**src/rtl/i2c_wake_pkg.sv**
```systemverilog
package i2c_wake_pkg;
  localparam int BYTE_W = 8;
  localparam int ADDR_W = 7;
  localparam int EXT_W  = 5;
  localparam logic [EXT_W-1:0] EXT_PREFIX = 5'b00001;

  typedef struct packed {
    logic scl;
    logic sda;
    logic scl_rise;
    logic scl_fall;
    logic start;
    logic stop;
  } bus_evt_t;
endpackage

```
**src/rtl/i2c_bus_sync.sv**
```systemverilog
module i2c_bus_sync
  import i2c_wake_pkg::*;
#(
  parameter int STAGES = 2
) (
  input  logic     clk_i,
  input  logic     rst_ni,
  input  logic     scl_i,
  input  logic     sda_i,
  output bus_evt_t evt_o
);
  logic [STAGES-1:0] scl_ff, sda_ff;
  logic              scl_q, sda_q;

  for (genvar g = 0; g < STAGES; g++) begin : g_stage
    if (g == 0) begin : g_first
      always_ff @(posedge clk_i or negedge rst_ni) begin
        if (!rst_ni) begin
          scl_ff[0] <= 1'b1;
          sda_ff[0] <= 1'b1;
        end else begin
          scl_ff[0] <= scl_i;
          sda_ff[0] <= sda_i;
        end
      end
    end else begin : g_next
      always_ff @(posedge clk_i or negedge rst_ni) begin
        if (!rst_ni) begin
          scl_ff[g] <= 1'b1;
          sda_ff[g] <= 1'b1;
        end else begin
          scl_ff[g] <= scl_ff[g-1];
          sda_ff[g] <= sda_ff[g-1];
        end
      end
    end
  end

  always_ff @(posedge clk_i or negedge rst_ni) begin
    if (!rst_ni) begin
      scl_q <= 1'b1;
      sda_q <= 1'b1;
    end else begin
      scl_q <= scl_ff[STAGES-1];
      sda_q <= sda_ff[STAGES-1];
    end
  end

  logic scl_s, sda_s;
  assign scl_s = scl_ff[STAGES-1];
  assign sda_s = sda_ff[STAGES-1];

  always_comb begin
    evt_o.scl      = scl_s;
    evt_o.sda      = sda_s;
    evt_o.scl_rise = scl_s & ~scl_q;
    evt_o.scl_fall = ~scl_s & scl_q;
    // SDA edges only count as conditions with SCL held high on both samples
    evt_o.start    = scl_s & scl_q & sda_q & ~sda_s;
    evt_o.stop     = scl_s & scl_q & ~sda_q & sda_s;
  end
endmodule

```
**src/rtl/i2c_byte_rx.sv**
```systemverilog
module i2c_byte_rx
  import i2c_wake_pkg::*;
#(
  parameter int HOLD_CYC = 2
) (
  input  logic              clk_i,
  input  logic              rst_ni,
  input  bus_evt_t          evt_i,
  input  logic              ack_en_i,
  output logic              fall8_o,
  output logic              fall9_o,
  output logic              first_byte_o,
  output logic [BYTE_W-1:0] shreg_o,
  output logic [BYTE_W-1:0] rx_byte_o,
  output logic              sda_low_o
);
  localparam int CNT_W = $clog2(BYTE_W + 2);
  localparam int HW    = $clog2(HOLD_CYC + 1);
  localparam logic [CNT_W-1:0] DATA_LAST = CNT_W'(BYTE_W);
  localparam logic [CNT_W-1:0] ACK_CLK   = CNT_W'(BYTE_W + 1);

  logic             active_q;
  logic [CNT_W-1:0] cnt_q;

  assign fall8_o = active_q & evt_i.scl_fall & (cnt_q == DATA_LAST);
  assign fall9_o = active_q & evt_i.scl_fall & (cnt_q == ACK_CLK);

  always_ff @(posedge clk_i or negedge rst_ni) begin
    if (!rst_ni) begin
      active_q     <= 1'b0;
      first_byte_o <= 1'b0;
      cnt_q        <= '0;
      shreg_o      <= '0;
      rx_byte_o    <= '0;
    end else if (evt_i.start) begin
      active_q     <= 1'b1;
      first_byte_o <= 1'b1;
      cnt_q        <= '0;
    end else if (evt_i.stop) begin
      active_q <= 1'b0;
      cnt_q    <= '0;
    end else if (active_q) begin
      if (evt_i.scl_rise && cnt_q != ACK_CLK) begin
        cnt_q <= cnt_q + CNT_W'(1);
        if (cnt_q < DATA_LAST) begin
          shreg_o <= {shreg_o[BYTE_W-2:0], evt_i.sda};
          if (cnt_q == DATA_LAST - CNT_W'(1))
            rx_byte_o <= {shreg_o[BYTE_W-2:0], evt_i.sda};
        end
      end else if (fall9_o) begin
        cnt_q        <= '0;
        first_byte_o <= 1'b0;
      end
    end
  end

  // acknowledge drive, applied HOLD_CYC clocks after the SCL fall event
  logic          pend_q, tgt_q;
  logic [HW-1:0] hcnt_q;

  always_ff @(posedge clk_i or negedge rst_ni) begin
    if (!rst_ni) begin
      pend_q    <= 1'b0;
      tgt_q     <= 1'b0;
      hcnt_q    <= '0;
      sda_low_o <= 1'b0;
    end else if (evt_i.start || evt_i.stop) begin
      pend_q    <= 1'b0;
      sda_low_o <= 1'b0;
    end else if (fall8_o || fall9_o) begin
      pend_q <= 1'b1;
      tgt_q  <= fall8_o & ack_en_i;
      hcnt_q <= HW'(HOLD_CYC);
    end else if (pend_q) begin
      if (hcnt_q == HW'(1)) begin
        sda_low_o <= tgt_q;
        pend_q    <= 1'b0;
      end else begin
        hcnt_q <= hcnt_q - HW'(1);
      end
    end
  end

  assert_cnt_range_R1: assert property (@(posedge clk_i) disable iff (!rst_ni)
    cnt_q <= ACK_CLK);
  assert_start_clears_cnt_R1: assert property (@(posedge clk_i) disable iff (!rst_ni)
    evt_i.start |=> (cnt_q == '0) && first_byte_o);
  assert_drive_scl_low_R8: assert property (@(posedge clk_i) disable iff (!rst_ni)
    !$stable(sda_low_o) |-> !evt_i.scl);
endmodule

```
**src/rtl/i2c_wake_ctrl.sv**
```systemverilog
module i2c_wake_ctrl
  import i2c_wake_pkg::*;
(
  input  logic              clk_i,
  input  logic              rst_ni,
  input  logic              start_i,
  input  logic              stop_i,
  input  logic              fall8_i,
  input  logic              fall9_i,
  input  logic              first_byte_i,
  input  logic [BYTE_W-1:0] shreg_i,
  input  logic [ADDR_W-1:0] own_addr_i,
  input  logic              wait_sel_i,
  input  logic              stop_irq_en_i,
  output logic              ack_en_o,
  output logic              irq_o,
  output logic              addr_match_o,
  output logic              ext_code_o,
  output logic              rw_o
);
  logic match_now, ext_now, sel_now, byte_evt;

  assign match_now = (shreg_i[BYTE_W-1:1] == own_addr_i);
  assign ext_now   = (shreg_i[BYTE_W-1:BYTE_W-EXT_W] == EXT_PREFIX);
  assign sel_now   = first_byte_i ? (match_now | ext_now) : (addr_match_o | ext_code_o);
  assign ack_en_o  = first_byte_i ? sel_now : (sel_now & ~rw_o);
  assign byte_evt  = wait_sel_i ? fall9_i : fall8_i;

  always_ff @(posedge clk_i or negedge rst_ni) begin
    if (!rst_ni) begin
      addr_match_o <= 1'b0;
      ext_code_o   <= 1'b0;
      rw_o         <= 1'b0;
    end else if (start_i) begin
      addr_match_o <= 1'b0;
      ext_code_o   <= 1'b0;
      rw_o         <= 1'b0;
    end else if (fall8_i && first_byte_i) begin
      addr_match_o <= match_now;
      ext_code_o   <= ext_now;
      rw_o         <= shreg_i[0];
    end
  end

  always_ff @(posedge clk_i or negedge rst_ni) begin
    if (!rst_ni) irq_o <= 1'b0;
    else         irq_o <= (byte_evt & sel_now) | (stop_i & stop_irq_en_i);
  end

  assert_irq_pulse_R4: assert property (@(posedge clk_i) disable iff (!rst_ni)
    irq_o |=> !irq_o);
  assert_stop_quiet_R6: assert property (@(posedge clk_i) disable iff (!rst_ni)
    (stop_i && !stop_irq_en_i) |=> !irq_o);
  assert_flags_clear_R2: assert property (@(posedge clk_i) disable iff (!rst_ni)
    start_i |=> !addr_match_o && !ext_code_o);
endmodule

```
**src/rtl/i2c_addr_wake.sv**
```systemverilog
module i2c_addr_wake
  import i2c_wake_pkg::*;
#(
  parameter int SYNC_STAGES = 2,
  parameter int HOLD_CYC    = 2
) (
  input  logic              clk_i,
  input  logic              rst_ni,
  input  logic              scl_i,
  input  logic              sda_i,
  input  logic [ADDR_W-1:0] own_addr_i,
  input  logic              wait_sel_i,
  input  logic              stop_irq_en_i,
  output logic              irq_o,
  output logic              addr_match_o,
  output logic              ext_code_o,
  output logic              rw_o,
  output logic [BYTE_W-1:0] rx_byte_o,
  output logic              sda_low_o
);
  bus_evt_t          evt;
  logic              fall8, fall9, first_byte, ack_en;
  logic [BYTE_W-1:0] shreg;

  i2c_bus_sync #(.STAGES(SYNC_STAGES)) u_sync (
    .clk_i (clk_i),
    .rst_ni(rst_ni),
    .scl_i (scl_i),
    .sda_i (sda_i),
    .evt_o (evt)
  );

  i2c_byte_rx #(.HOLD_CYC(HOLD_CYC)) u_rx (
    .clk_i       (clk_i),
    .rst_ni      (rst_ni),
    .evt_i       (evt),
    .ack_en_i    (ack_en),
    .fall8_o     (fall8),
    .fall9_o     (fall9),
    .first_byte_o(first_byte),
    .shreg_o     (shreg),
    .rx_byte_o   (rx_byte_o),
    .sda_low_o   (sda_low_o)
  );

  i2c_wake_ctrl u_ctrl (
    .clk_i        (clk_i),
    .rst_ni       (rst_ni),
    .start_i      (evt.start),
    .stop_i       (evt.stop),
    .fall8_i      (fall8),
    .fall9_i      (fall9),
    .first_byte_i (first_byte),
    .shreg_i      (shreg),
    .own_addr_i   (own_addr_i),
    .wait_sel_i   (wait_sel_i),
    .stop_irq_en_i(stop_irq_en_i),
    .ack_en_o     (ack_en),
    .irq_o        (irq_o),
    .addr_match_o (addr_match_o),
    .ext_code_o   (ext_code_o),
    .rw_o         (rw_o)
  );

  assert_ack_needs_sel_R7: assert property (@(posedge clk_i) disable iff (!rst_ni)
    sda_low_o |-> (addr_match_o || ext_code_o));
endmodule

```
**config.mk**
```make
export PLATFORM = sky130hd
export DESIGN_NAME = i2c_addr_wake
export DESIGN_NICKNAME = d
export VERILOG_FILES = /design/src/rtl/i2c_wake_pkg.sv /design/src/rtl/i2c_bus_sync.sv /design/src/rtl/i2c_byte_rx.sv /design/src/rtl/i2c_wake_ctrl.sv /design/src/rtl/i2c_addr_wake.sv
export SDC_FILE = /design/constraint.sdc
export NUM_CORES = 1
export LEC_CHECK = 0
export BUFFER_PORTS_ARGS = -buffer_cell sky130_fd_sc_hd__buf_2
export CELL_PAD_IN_SITES_DETAIL_PLACEMENT = 1
export CELL_PAD_IN_SITES_GLOBAL_PLACEMENT = 1
export CORE_UTILIZATION = 40
export DETAILED_ROUTE_END_ITERATION = 16
export PLACE_DENSITY_LB_ADDON = 0.1
export SLEW_MARGIN = 20
export SYNTH_ARGS = -nofsm -noshare
export SYNTH_HDL_FRONTEND = slang
export SYNTH_SLANG_ARGS = --single-unit
```
**constraint.sdc**
```tcl
create_clock -name clk_i -period 1.87 [get_ports clk_i]
set_input_delay 0 -clock clk_i [delete_from_list [all_inputs] [get_ports clk_i]]
set_output_delay 0 -clock clk_i [all_outputs]
set_load 0.05 [all_outputs]
```
==> out/metrics.sh, run 1 <==
VDD.IR_DROP.WORST_V=0.000613
SYNTH_SEQ_AREA_SHARE_PCT=55.7
TOP_LEVEL_PORT_COUNT=26
WORSTSETUPPATHTYPE='flop to flop'
STATIC-LEAKAGE-POWER_nW=1.04
LAYOUT-DRIVE-GT1-SHARE_PCT=35.8
START_UTIL_PCT=41.9
PLACEMENT.SETUP.WORST_SLACK_PS=78.2
FINALHOLDVIOLATIONS=0
CHIPHEIGHT_UM=66.7
PLACED_CELL_AREA_UM2=1870
GRT_PASS1_WL_UM=5830
VIAS_IN_THE_FIRST_GLOBAL_ROUTE=1224
MOST_FREQUENT_STANDARD_CELL_IN_THE_LAYOUT_EXCLUDING_FILL_AND_TAP_CELLS='sky130_fd_sc_hd__dfrtp_1'
REMAINING_ROUTING_DRC_VIOLATIONS=0
H-TREE-DEPTH=2
DRT_FIRST_PASS_ITERS=4
CTS_TREE='yes'
CLOCK_SINK_COUNT=37
POST-SYNTH-TOP-AREA-FRACTION_PCT=46.3
WORSTHOLDSTART='own_addr_i[4]'
DIE_WIDTH_UM=66.7
SYNTH_SEQ_CELLS=37
WORST_SETUP_PATH_END_KIND='flop'
SYNTH_ENABLE_FLOP_CELLS=0
SETUP_REPAIR_AFTER_GLOBAL_ROUTING_MISSED_ITS_MARGIN='false'
FINALSETUPVIOLATIONS=0
POST_LAYOUT_NONFILLER_INSTANCES=229
ANTENNA_FOUND_INITIAL=0
POST_SYNTH.CELL_AREA_AVG_UM2=11.9
CRIT_FANOUT=7
POSTROUTEWIRELENGTH_UM=3480
WORST_R2R_STARTPOINT='u_rx.cnt_q[0]'
CRIT_REQUIRED_PS=2040
POST-ROUTE-WORST-SETUP-SLACK_PS=126
LAYOUT.NETS=195
PLACED_CELLS=217
FINAL_PERIOD_MINUS_WORST_SETUP_SLACK_PS=1740
GRT_START_MAX_NET_PINS=38
TIMING.CRITICAL_PATH.SLOWEST_STAGE_CELL='sky130_fd_sc_hd__dfrtp_1'
VIAS=1160
FMAXACHIEVABLE_MHz=573
SYNTHESIS.NETS=158
POWER-PER-CELL-AREA_nW_PER_UM2=842
CORE_AREA_UM2=4000
OVERFLOW=0
GP_CONGESTION=0.895
CTS_BUFFERS=5
SYNTH_TOP_AREA_CELL='sky130_fd_sc_hd__dfrtp_1'
AREA_DELTA_SYNTH_FINAL_PCT=21.6
STARTPOINT_TYPE='flop'
POST-CTS-SETUP-BUFFER-COUNT=0
GROUTE.USAGE.OVERALL_PCT=18.2
SYNTHESIS.INSTANCES=141
PERIOD_SHARE_PCT=93.3
HOLDCRITPATHCLASS='primary input to flop'
TIMING.CLOCK.SKEW_PS=2.17
HOLDWS_PS=170
FINAL.SETUP.TNS_PS=0
WORST_SLEW_PIN_SLEW_PS=825
CLK_ROOT_BUFFER_CELL='sky130_fd_sc_hd__clkbuf_8'
ROUTED_VIA_DENSITY=5.07
CLKLATENCYLATEPIN_PS=280
MAX_SLEW_MARGIN_PCT=45.0
ANT_NETS=0
SYNTH.DISTINCT_CELLS=37
PLACE.DETAILED.HPWL_UM=2610
MAX_CAP_VIOLATIONS=0
ROUTED_WIRE_LENGTH_PER_INSTANCE_UM=15.2
FINAL-MAX-SLEW-VIOLATION-COUNT=0
RESULT_OF_THE_RUN='complete, no violations'
TIMING.CRITICAL_PATH.FROM='u_rx.cnt_q[0]'
LAYOUT_COMMON_CELLS='31 x sky130_fd_sc_hd__dfrtp_1, 25 x sky130_fd_sc_hd__buf_2, 16 x sky130_fd_sc_hd__mux2_2'
CLK_PIN_SLEW_WORST_PATHS_PS=70
TIMING.CRITICAL_PATH.SLOWEST_CELL_DELAY_PS=460
ROWS=23
PATH_CELLS='ha_1, and3b_2, nor2_1, nor3_1, a22o_2'
DESIGN_AREA_UM2=2040
YOSYSWARNINGCOUNT=0
ARRIVAL_PS=1920
NUMBER_OF_DESIGN_RULE_VIOLATIONS_LEFT_BY_THE_FIRST_DETAILED_ROUTER_ITERATION=36
YS_ASYNC_SR_FRACTION_PCT=100
COUNT_OF_BUFFERS_FROM_PORT_BUFFERING=25
LEADING_CELL_TYPES_BY_TOTAL_AREA_AFTER_SYNTHESIS='sky130_fd_sc_hd__dfrtp_1 46%, sky130_fd_sc_hd__mux2_2 11%, sky130_fd_sc_hd__dfstp_2 9.4%, sky130_fd_sc_hd__xor2_1 3.7%, sky130_fd_sc_hd__ha_1 3.0%'
NUM_ANTENNA_CELLS=0
CTS.PATH.MAX_BUFFERS=2
YS.FLOP_TYPE='sky130_fd_sc_hd__dfrtp_1'
SYN-CELL-AREA_UM2=1680
DIE_OUTLINE_AREA_UM2=4450
[registers in the layout, indices dropped and copies added, names as in the netlist, 2 cells and up]
| signal | cells |
|---|---|
| u_rx.hcnt_q | 2 |
| u_rx.cnt_q | 4 |
| u_rx.shreg_o | 8 |
| u_rx.rx_byte_o | 8 |
[cells in the mapped netlist, types with 2 or more instances]
| cell type | n |
|---|---|
| sky130_fd_sc_hd__o21ai_0 | 4 |
| sky130_fd_sc_hd__mux2i_1 | 5 |
| sky130_fd_sc_hd__ha_1 | 4 |
| sky130_fd_sc_hd__nand2_1 | 13 |
| sky130_fd_sc_hd__inv_1 | 8 |
| sky130_fd_sc_hd__nor2_1 | 7 |
| sky130_fd_sc_hd__dfstp_2 | 6 |
| sky130_fd_sc_hd__mux2_2 | 16 |
| sky130_fd_sc_hd__nand3_1 | 4 |
| sky130_fd_sc_hd__xnor2_1 | 3 |
| sky130_fd_sc_hd__a21oi_1 | 4 |
| sky130_fd_sc_hd__nor3_1 | 4 |
| sky130_fd_sc_hd__nand3b_1 | 2 |
| sky130_fd_sc_hd__dfrtp_1 | 31 |
| sky130_fd_sc_hd__xor2_1 | 7 |
| sky130_fd_sc_hd__nor4_1 | 2 |
[final timing paths]
kind	slack, ps	depth (start not counted)	end
min in group asynchronous	340	2	u_rx.active_q
worst max register to register	130	5	u_rx.cnt_q[3]
worst max-delay path	130	5	u_rx.cnt_q[3]
worst min register to register	370	0	u_sync.sda_s
worst min-delay path	170	5	u_ctrl.addr_match_o
max in group asynchronous	1000	2	u_rx.hcnt_q[0]
[per-layer routing]
layer | part of all wire (%) | GRT usage, % | up-vias | wire length (um)
met5 | 0 | 0 | - | 0
met4 | 1.3 | 4.79 | 0 | 46
met3 | 3.2 | 5.14 | 5 | 110
met2 | 50 | 30.8 | 18 | 1740
met1 | 45 | 22.5 | 576 | 1580
li1 | - | - | 561 | -
[report_power, final]
group / internal [mW] / leakage (nW) / switching [mW] / total, mW
combinational: 0.0589 / 0.497 / 0.0655 / 0.124
sequential: 0.839 / 0.483 / 0.0413 / 0.880
clock: 0.433 / 0.0574 / 0.277 / 0.711
total: 1.33 / 1.04 / 0.384 / 1.72
[kinds of logic (layout without fill, tap and decap cells)]
family	count (synthesis)	after routing	share of synthesized area (%)
flops	37	37	55.7
fa+ha+maj	4	4	2.99
simple gates	41	41	12.4
mux	21	21	13.7
buf+inv	10	48	2.54
compound gates	18	18	7.39
xor+xnor	10	10	5.23
[critical path, delay by kind of cell (launching register included)]
family	cells	cell delay [ps]
flops	1	460
fa+ha+maj	1	280
compound gates	1	270
simple gates	3	620
[metrics by stage]
stage,utilization [%],power [mW]
floorplan,-,0.953
global placement,46.8,1.01
detailed placement,46.8,1.02
CTS,50.8,1.74
global route,50.9,1.79
finish,50.9,1.72
[final cells by class]
class | count | area [um2]
Fill cell | 421 | 1960
Sequential cell | 37 | 933
Multi-Input combinational cell | 94 | 703
Timing Repair Buffer | 32 | 188
Clock buffer | 6 | 82.6
Tap cell | 50 | 62.6
Clock inverter | 2 | 37.5
Inverter | 8 | 30.0
[what timing repair did]
action | in CTS | in global routing
endpoints found under the hold margin | 34 | 0
endpoints found under the setup margin | 0 | 1
hold buffers | 4 | 0
resized for setup | 0 | 1
(Power assumes the default switching activity.)
==> inputs of run 2 (changes only) <==
CORE_MARGIN = 2   (was default)
CTS_CLUSTER_DIAMETER = 80   (was default)
SETUP_SLACK_MARGIN = 0.2   (was default)
==> run 2 against run 1 <==
Non-clock buffer count grew 8. Clock-buffer cell count is the same. Sequential share of layout area shrank 2.4 points. Wire length grew 12%. Utilization grew 2.6 points. Fmax grew 5.7%. Register-to-register slack gained 90 ps. Largest power group unchanged.
==> out/metrics.sh, run 2 (synthesized netlist as in run 1, its figures left out) <==
FINAL_PERIOD_MINUS_WORST_SETUP_SLACK_PS=1650  # -93.9 ps
NUM_ANTENNA_CELLS=0  # unchanged
LAYOUT.NETS=203  # +4.1%
PLACED_CELL_AREA_UM2=1890  # +0.67%
COUNT_OF_BUFFERS_FROM_PORT_BUFFERING=25  # unchanged
FINALSETUPVIOLATIONS=0  # unchanged
STARTPOINT_TYPE='flop'
CLK_ROOT_BUFFER_CELL='sky130_fd_sc_hd__clkbuf_8'
POWER-PER-CELL-AREA_nW_PER_UM2=810  # -3.8%
VDD.IR_DROP.WORST_V=0.000544  # -11%
ARRIVAL_PS=1870  # -50 ps
DIE_WIDTH_UM=68.7  # +3.0%
CHIPHEIGHT_UM=68.7  # +3.0%
CRIT_FANOUT=7  # unchanged
P_SW_mW=0.403  # +4.9%
WORST_SLEW_PIN_SLEW_PS=806  # -18.6 ps
MAX_CAP_VIOLATIONS=0  # unchanged
START_UTIL_PCT=41.6  # -0.30 points
DRT_FIRST_PASS_ITERS=4  # unchanged
ANTENNA_FOUND_INITIAL=0  # unchanged
RESULT_OF_THE_RUN='complete, no violations'
FINALHOLDVIOLATIONS=0  # unchanged
PLACE.DETAILED.HPWL_UM=2740  # +4.7%
SEQUENTIAL_SHARE_OF_POWER_PCT=50.2  # -1.1 points
POST_LAYOUT_NONFILLER_INSTANCES=237  # +3.5%
R2R.WORST_PATH.CELLS=4  # -1
WORST_R2R_STARTPOINT='u_sync.scl_q'
VIAS=1233  # +6.3%
ANT_NETS=0  # unchanged
WORSTSETUPPATHTYPE='flop to flop'
TIMING.CRITICAL_PATH.FROM='u_sync.scl_q'
DESIGN_AREA_UM2=2160  # +5.9%
REGTOREGSETUPSLACK_PS=220  # +90 ps
INTERNAL_POWER_mW=1.34  # +0.94%
AREA_DELTA_SYNTH_FINAL_PCT=28.8
DIE_OUTLINE_AREA_UM2=4720  # +6.1%
WORST_SETUP_PATH_END_KIND='flop'
SHARE_CLK_OF_TOTAL_POWER_PCT=41.4  # about the same
TOP_LEVEL_PORT_COUNT=26  # unchanged
CTS.PATH.MAX_BUFFERS=2  # unchanged
GRT_PASS1_WL_UM=6130  # +5.1%
CTS_BUFFERS=5  # unchanged
VIAS_IN_THE_FIRST_GLOBAL_ROUTE=1287  # +5.1%
POSTROUTEWIRELENGTH_UM=3890  # +12%
H-TREE-DEPTH=2  # unchanged
WORST_SETUP_PATH_ENDPOINT='u_rx.sda_low_o'
WORSTREG2REGEND='u_rx.sda_low_o'
LAYOUT-DRIVE-GT1-SHARE_PCT=43.9  # +8.1 points
GRT_START_MAX_NET_PINS=38  # unchanged
CRIT_REQUIRED_PS=2090  # +50 ps
FINAL-MAX-SLEW-VIOLATION-COUNT=0  # unchanged
WORSTHOLDSTART='own_addr_i[4]'
ROWS=23  # unchanged
MOST_FREQUENT_STANDARD_CELL_IN_THE_LAYOUT_EXCLUDING_FILL_AND_TAP_CELLS='sky130_fd_sc_hd__dfrtp_1'
PLACED_CELLS=218  # +0.46%
STATIC-LEAKAGE-POWER_nW=1.08  # +3.8%
REMAINING_ROUTING_DRC_VIOLATIONS=0  # unchanged
MAX_SLEW_MARGIN_PCT=46.3  # +1.2 points
SETUP_REPAIR_AFTER_GLOBAL_ROUTING_MISSED_ITS_MARGIN='true'
CLKLATENCYLATEPIN_PS=290  # about the same
ROUTED_WIRE_LENGTH_PER_INSTANCE_UM=16.4  # +7.9%
GP_CONGESTION=0.837  # -6.5%
LAYOUT_TOP_REGISTERS='u_rx.rx_byte_o: 8 flops, u_rx.shreg_o: 8 flops, u_rx.cnt_q: 4 flops'
LAYOUT_COMMON_CELLS='29 x sky130_fd_sc_hd__dfrtp_1, 25 x sky130_fd_sc_hd__buf_2, 15 x sky130_fd_sc_hd__mux2_2'
FMAXACHIEVABLE_MHz=606  # +5.7%
CORE_AREA_UM2=4030  # +0.72%
COMB_POWER_SHARE_PCT=8.3  # +1.0 points
PERIOD_SHARE_PCT=88.3  # -5.0 points
OVERFLOW=0  # unchanged
TIMING.CLOCK.SKEW_PS=6.90  # +4.73 ps
NUMBER_OF_DESIGN_RULE_VIOLATIONS_LEFT_BY_THE_FIRST_DETAILED_ROUTER_ITERATION=48  # +33%
ROUTED_VIA_DENSITY=5.20  # +2.7%
CLK_PIN_SLEW_WORST_PATHS_PS=80  # about the same
CLOCK_SINK_COUNT=37  # unchanged
FINAL.SETUP.TNS_PS=0  # unchanged
HOLDCRITPATHCLASS='primary input to flop'
SWITCHING_SHARE_PCT=23.1  # +0.68 points
CTS_TREE='yes'
FILLER_CELL_COUNT=434  # +3.1%
GROUTE.USAGE.OVERALL_PCT=18.1  # -0.097 points
-- run 2: worst max-delay path, cell delays in order, from the launching register on --
cell and delay (ps):
sky130_fd_sc_hd__dfstp_2 600, sky130_fd_sc_hd__nand2_2 100, sky130_fd_sc_hd__or4_4 530, sky130_fd_sc_hd__a31o_1 220, sky130_fd_sc_hd__a21oi_2 140
-- run 2: power by group through the flow --
stage / sequential (mW) / clock [mW] / combinational, mW
floorplan: 0.883 / 0 / 0.0711
global placement: 0.891 / 0 / 0.118
detailed placement: 0.894 / 0 / 0.120
CTS: 0.877 / 0.746 / 0.134
global route: 0.884 / 0.777 / 0.163
finish: 0.878 / 0.724 / 0.146
-- run 2: layout make-up --
class                           count  area (um2)  area share [%]
Sequential cell                    37         936            43.4
Multi-Input combinational cell     94         753            34.9
Timing Repair Buffer               40         255            11.8
Clock buffer                        6        82.6            3.83
Tap cell                           50        62.6            2.90
Clock inverter                      2        37.5            1.74
Inverter                            8        30.0            1.39
-- run 2: worst min-delay path by stage --
stage,to,depth (start not counted)
global route,u_ctrl.addr_match_o,5
CTS,u_ctrl.addr_match_o,5
floorplan,u_ctrl.addr_match_o,0
global placement,u_sync.scl_ff[0],1
detailed placement,u_sync.scl_ff[0],1
finish,u_ctrl.addr_match_o,5
-- run 2: what timing repair did --
action	4_1_cts	5_1_grt
hold endpoints to repair	34	0
hold buffers	4	0
buffers inserted	2	5
pin swaps	0	3
gates resized for setup	5	13
endpoints found under the setup margin	12	14
-- run 2: metrics by stage --
stage	util (%)	total power [mW]	hold slack (ps)	setup WS [ps]
3_3_place_gp	46.8	1.01	104	127
6_report	53.5	1.75	147	220
5_1_grt	53.5	1.82	179	173
4_1_cts	51.5	1.76	147	163
3_5_place_dp	46.8	1.01	106	62.4
2_1_floorplan	-	0.954	-296	201
-- run 2: layer usage --
layer  vias up  share of wire, %  track usage, %
met5         -                 0               0
met2        27                51            29.4
met3         6               5.2            6.66
li1        585                 -               -
met4         0               1.2            6.86
met1       615                43            21.8
